--- src/rtl/dma_irq_status.sv ---
module dma_irq_status #(
  parameter int ADDR_W  = 2,
  parameter int THR_W   = 8,
  parameter int THR_LSB = 8
) (
  input  logic              clk,
  input  logic              rst_n,
  input  logic              ev_err,
  input  logic              ev_eop,
  input  logic              ev_desc_done,
  input  logic              ev_chain_done,
  input  logic              eng_busy,
  input  logic              csr_wr,
  input  logic [ADDR_W-1:0] csr_addr,
  input  logic [31:0]       csr_wdata,
  output logic [31:0]       csr_rdata,
  output logic              irq
);
  localparam logic [ADDR_W-1:0] A_STS  = ADDR_W'(0);
  localparam logic [ADDR_W-1:0] A_CTRL = ADDR_W'(1);
  localparam logic [31:0] THR_MASK  = ((32'd1 << THR_W) - 32'd1) << THR_LSB;
  localparam logic [31:0] CTRL_MASK = 32'h0000_009F | THR_MASK;

  logic [3:0]       sts_q;
  logic [31:0]      ctrl_q;
  logic [THR_W-1:0] cnt_q;
  logic             irq_q;

  wire [3:0]       evv     = {ev_chain_done, ev_desc_done, ev_eop, ev_err};
  wire             wr_ctrl = csr_wr && (csr_addr == A_CTRL);
  wire             clr     = wr_ctrl && csr_wdata[31];
  wire [THR_W-1:0] thr     = ctrl_q[THR_LSB +: THR_W];
  wire [THR_W-1:0] cnt_b   = clr ? '0 : cnt_q;
  wire [THR_W-1:0] cnt_inc = cnt_b + THR_W'(1);
  wire             hit     = ev_desc_done && (thr != '0) && (cnt_inc == thr);
  wire             fire    = ctrl_q[4] && ((|(evv & ctrl_q[3:0])) || (ctrl_q[7] && hit));

  always_ff @(posedge clk or negedge rst_n) begin
    if (!rst_n) begin
      sts_q  <= '0;
      ctrl_q <= '0;
      cnt_q  <= '0;
      irq_q  <= 1'b0;
    end else begin
      sts_q <= (clr ? 4'b0 : sts_q) | evv;
      if (wr_ctrl) ctrl_q <= csr_wdata & CTRL_MASK;
      cnt_q <= hit ? '0 : (ev_desc_done ? cnt_inc : cnt_b);
      irq_q <= (irq_q && !clr) || fire;
    end
  end

  always_comb begin
    case (csr_addr)
      A_STS:   csr_rdata = {27'b0, eng_busy, sts_q};
      A_CTRL:  csr_rdata = ctrl_q;
      default: csr_rdata = '0;
    endcase
  end

  assign irq = irq_q;
endmodule


--- config.mk ---
export PLATFORM = sky130hd
export DESIGN_NAME = dma_irq_status
export DESIGN_NICKNAME = d
export VERILOG_FILES = /design/src/rtl/dma_irq_status.sv
export SDC_FILE = /design/constraint.sdc
export NUM_CORES = 1
export LEC_CHECK = 0
export ABC_AREA = 1
export ABC_CLOCK_PERIOD_IN_PS = 2100
export BUFFER_PORTS_ARGS = -buffer_cell sky130_fd_sc_hd__buf_2
export CORE_ASPECT_RATIO = 1.4
export CORE_MARGIN = 10
export CORE_UTILIZATION = 48
export CTS_CLUSTER_DIAMETER = 200
export DETAILED_ROUTE_END_ITERATION = 10
export PLACE_DENSITY = 0.8
export SLEW_MARGIN = 20
export SYNTH_ARGS = -nofsm -noshare
export SYNTH_HDL_FRONTEND = slang
export SYNTH_SLANG_ARGS = --single-unit
export TNS_END_PERCENT = 100
--- constraint.sdc ---
create_clock -name clk -period 2.1 [get_ports clk]
set_clock_uncertainty 0.15 [all_clocks]
set_input_delay 0.105 -clock clk [delete_from_list [all_inputs] [get_ports clk]]
set_output_delay 0.105 -clock clk [all_outputs]
set_load 0.005 [all_outputs]
==> summary.md <==
| Metric | Value |
|---|---|
| Status | complete, no violations |
| CP endpoint kind | flip-flop |
| Pre-CTS setup slack | ~0.12 ns |
| Distinct cells, synth | 25 |
| R2R Path Start | cnt_q[0] |
| Core area | ~0.0036 mm^2 |
| CP Max Fanout | 6 |
| Die width | 71.3 um |
| Share of layout cells above drive strength 1 | 0.232 |
| CTS Buf Count | 3 |
| Drt total wl | roughly 4700 um |
| Core Util, Final | 0.603 |
| Worst R2R Path Depth | 10 |
| ANT cells | 0 |
| Skew-Pair Late Insertion Delay | about 0.28 ns |
| Grt ovf | 0 |
| Clock Tree Buf Depth | 2 |
| Fin Hold WS | roughly 0.12 ns |
| Worst hold path class | in -> reg |
| Area delta synth->final | 23.1% |
| Fin crit share | 0.919 |
| Dpl hpwl | about 3400 um |
| Fmax | ~520 MHz |
| Ys Warns | 0 |
| Worst setup path class | reg -> reg |
| Yosys reg bits | 27 |
| Peak supply drop | approximately 0.51 mV |
| Hold path depth | 5 |
| Total Routing Usage GR | 0.146 |
| Initial antenna violation count | 0 |
| Detail Route Antenna Nets | 0 |
| Sequential area share after synthesis | 0.382 |
| Max cap viols | 0 |
| Remaining DRCs | 0 |
| Worst R2R End | irq |
| GP Congestion | a little under 0.8 |
| Final-report hold violation count | 0 |
| Die area | 0.00655 mm^2 |
| CP Data Arrival Time | around 2.0 ns |
| Vias per cell | 5.03 |
| Hold Crit Endpoint | irq |
| PwrDens | roughly 730 mW/mm^2 |
| Synth top area share | 0.382 |
| Fin cells | approximately 340 |
| P_leak | around 1.2 nW |
| Nets | 345 |
| Yosys top cell by area | dfrtp_1 |
| # rows | 26 |
| Post-Synthesis Cells | 243 |
| Synthesized cell area | about 0.0018 mm^2 |
| Clock transition at the registers of the reported paths | ~0.09 ns |
| Reg-to-reg setup timing slack | around 0.17 ns |
| Starting density of the core | 0.490 |
| Final Max Tran Viols | 0 |
| Worst-Margin Slew | between 0.6 and 0.7 ns |
| Routed via count | about 1.7k |
| Hold path start | csr_addr[1] |
| Avg Cell Area, Syn | ~7.3 um^2 |
| Post-CTS sizing | 0 |
| Clock Tree Root | clkbuf_8 |
| Worst EP required | roughly 2.2 ns |
| Clock sinks | 27 |
| Most common cell after layout, fill and taps aside | nand2_1 |
| CTS tree | built |
| Critical Path Start Type | flip-flop |
| Initial drt markers | 67 |
| Vias in the first global route | around 1.8k |
| Max_slew headroom | 0.586 |
| Fin Setup TNS | 0 ns |
| Die Ht | about 90 um |
| Largest net degree at the start of global routing | 28 |
| Fin worst setup slack | between 0.15 and 0.2 ns |
| Pre-Repair DR Iteration Count | 4 |
| CTS H-Tree Depth | 1 |
| First-pass GRT wire length | 8160 um |
| Unrepaired setup endpoints after global routing | no |
| Synth top area cells | dfrtp_1 38%, nand2_1 11%, buf_4 7.6%, inv_1 7.0%, nand3_1 6.8% |
| IO buf count | 39 |
| Post-Place Cells | approximately 320 |
| Min cycle time layout | 1.93 ns |
| I/O pin count | 75 |
| Most frequent cells in the layout | 51 x nand2_1, 39 x buf_2, 33 x inv_1, 32 x nor2_1, 27 x dfrtp_1 |
| Routed wire per std cell | between 10 and 15 um |
| Final number of setup-violating endpoints | 0 |
## synthesized netlist by cell type
cell type	count
dfrtp_1	27
nand2_2	2
inv_2	5
nand3_4	1
inv_1	33
buf_6	1
nand2_4	1
o211ai_2	3
conb_1	1
nand4_4	1
o21bai_1	2
buf_4	18
a221oi_1	1
o22ai_1	3
clkbuf_1	4
nand4_1	3
nand2_1	51
nor2_1	32
a21oi_1	11
mux2_2	3
nor2_2	5
nand3_1	24
nand3_2	2
o21ai_0	7
o21ai_2	2
## how the worst max path moves through the flow
stage	startpoint	endpoint	slack (ns)	cells after the start
2_1_floorplan	cnt_q[0]	cnt_q[4]	0.47	9
3_3_place_gp	csr_addr[1]	irq	0.19	14
3_5_place_dp	csr_addr[1]	irq	0.12	14
4_1_cts	cnt_q[0]	irq	0.17	10
5_1_grt	cnt_q[0]	irq	0.03	9
6_report	cnt_q[0]	irq	0.17	10
## per-stage QoR
stage          total power [W]  instance area [um^2]
6_report               0.00160                  2180
5_1_grt                0.00172                  2180
4_1_cts                0.00159                  2180
3_5_place_dp           0.00126                  1940
3_3_place_gp           0.00124                  1940
2_1_floorplan          0.00114                  1830
## cell type report
cell class	count	area [um^2]
flip-flops and latches	27	676
well taps	42	52.6
fillers	294	1430
repair buffers	61	408
clock buffers	4	45.0
inverters	38	143
multi-input cells	172	853
## report_power, final
group          switching [W]  internal (W)  leakage [nW]
clock network       0.000170      0.000136        0.0228
registers          0.0000630      0.000615         0.294
logic               0.000378      0.000236         0.915
total               0.000611      0.000988          1.23
## layer usage
layer  up-vias  global-route usage  share of wire
met5         -                   0              0
met1       812               0.148           0.36
met3         9              0.0485          0.081
met2        62               0.264           0.53
li1        847                   -              -
met4         0              0.0566          0.021
## kinds of logic after synthesis
family / after synthesis / share of synthesized area
AND/OR/NAND/NOR: 122 / 0.319
buffers and inverters: 61 / 0.172
AO/OA/AOI/OAI: 29 / 0.106
flip-flops: 27 / 0.382
multiplexers: 3 / 0.0191
other: 1 / 0.00212
## critical path: stages, from the launching register on
cell and delay, ns:
dfrtp_1 0.44, nand4_1 0.30, inv_2 0.16, nand3_1 0.12, nand3_1 0.11, nand2_1 0.08
nor2_2 0.17, nand4_1 0.15, nand2_1 0.10, nand2_1 0.06, nand2_1 0.05
## repair_timing
action,in CTS,in global routing
hold buffers,19,0
buffers inserted,0,0
endpoints found under the hold margin,45,0
## sequential cells by signal, indices dropped and copies added, names as in the netlist
| signal | count |
|---|---|
| cnt_q | 8 |
| irq | 1 |
| ctrl_q | 14 |
| sts_q | 4 |
Note: power is estimated with default switching activity, not from simulation.
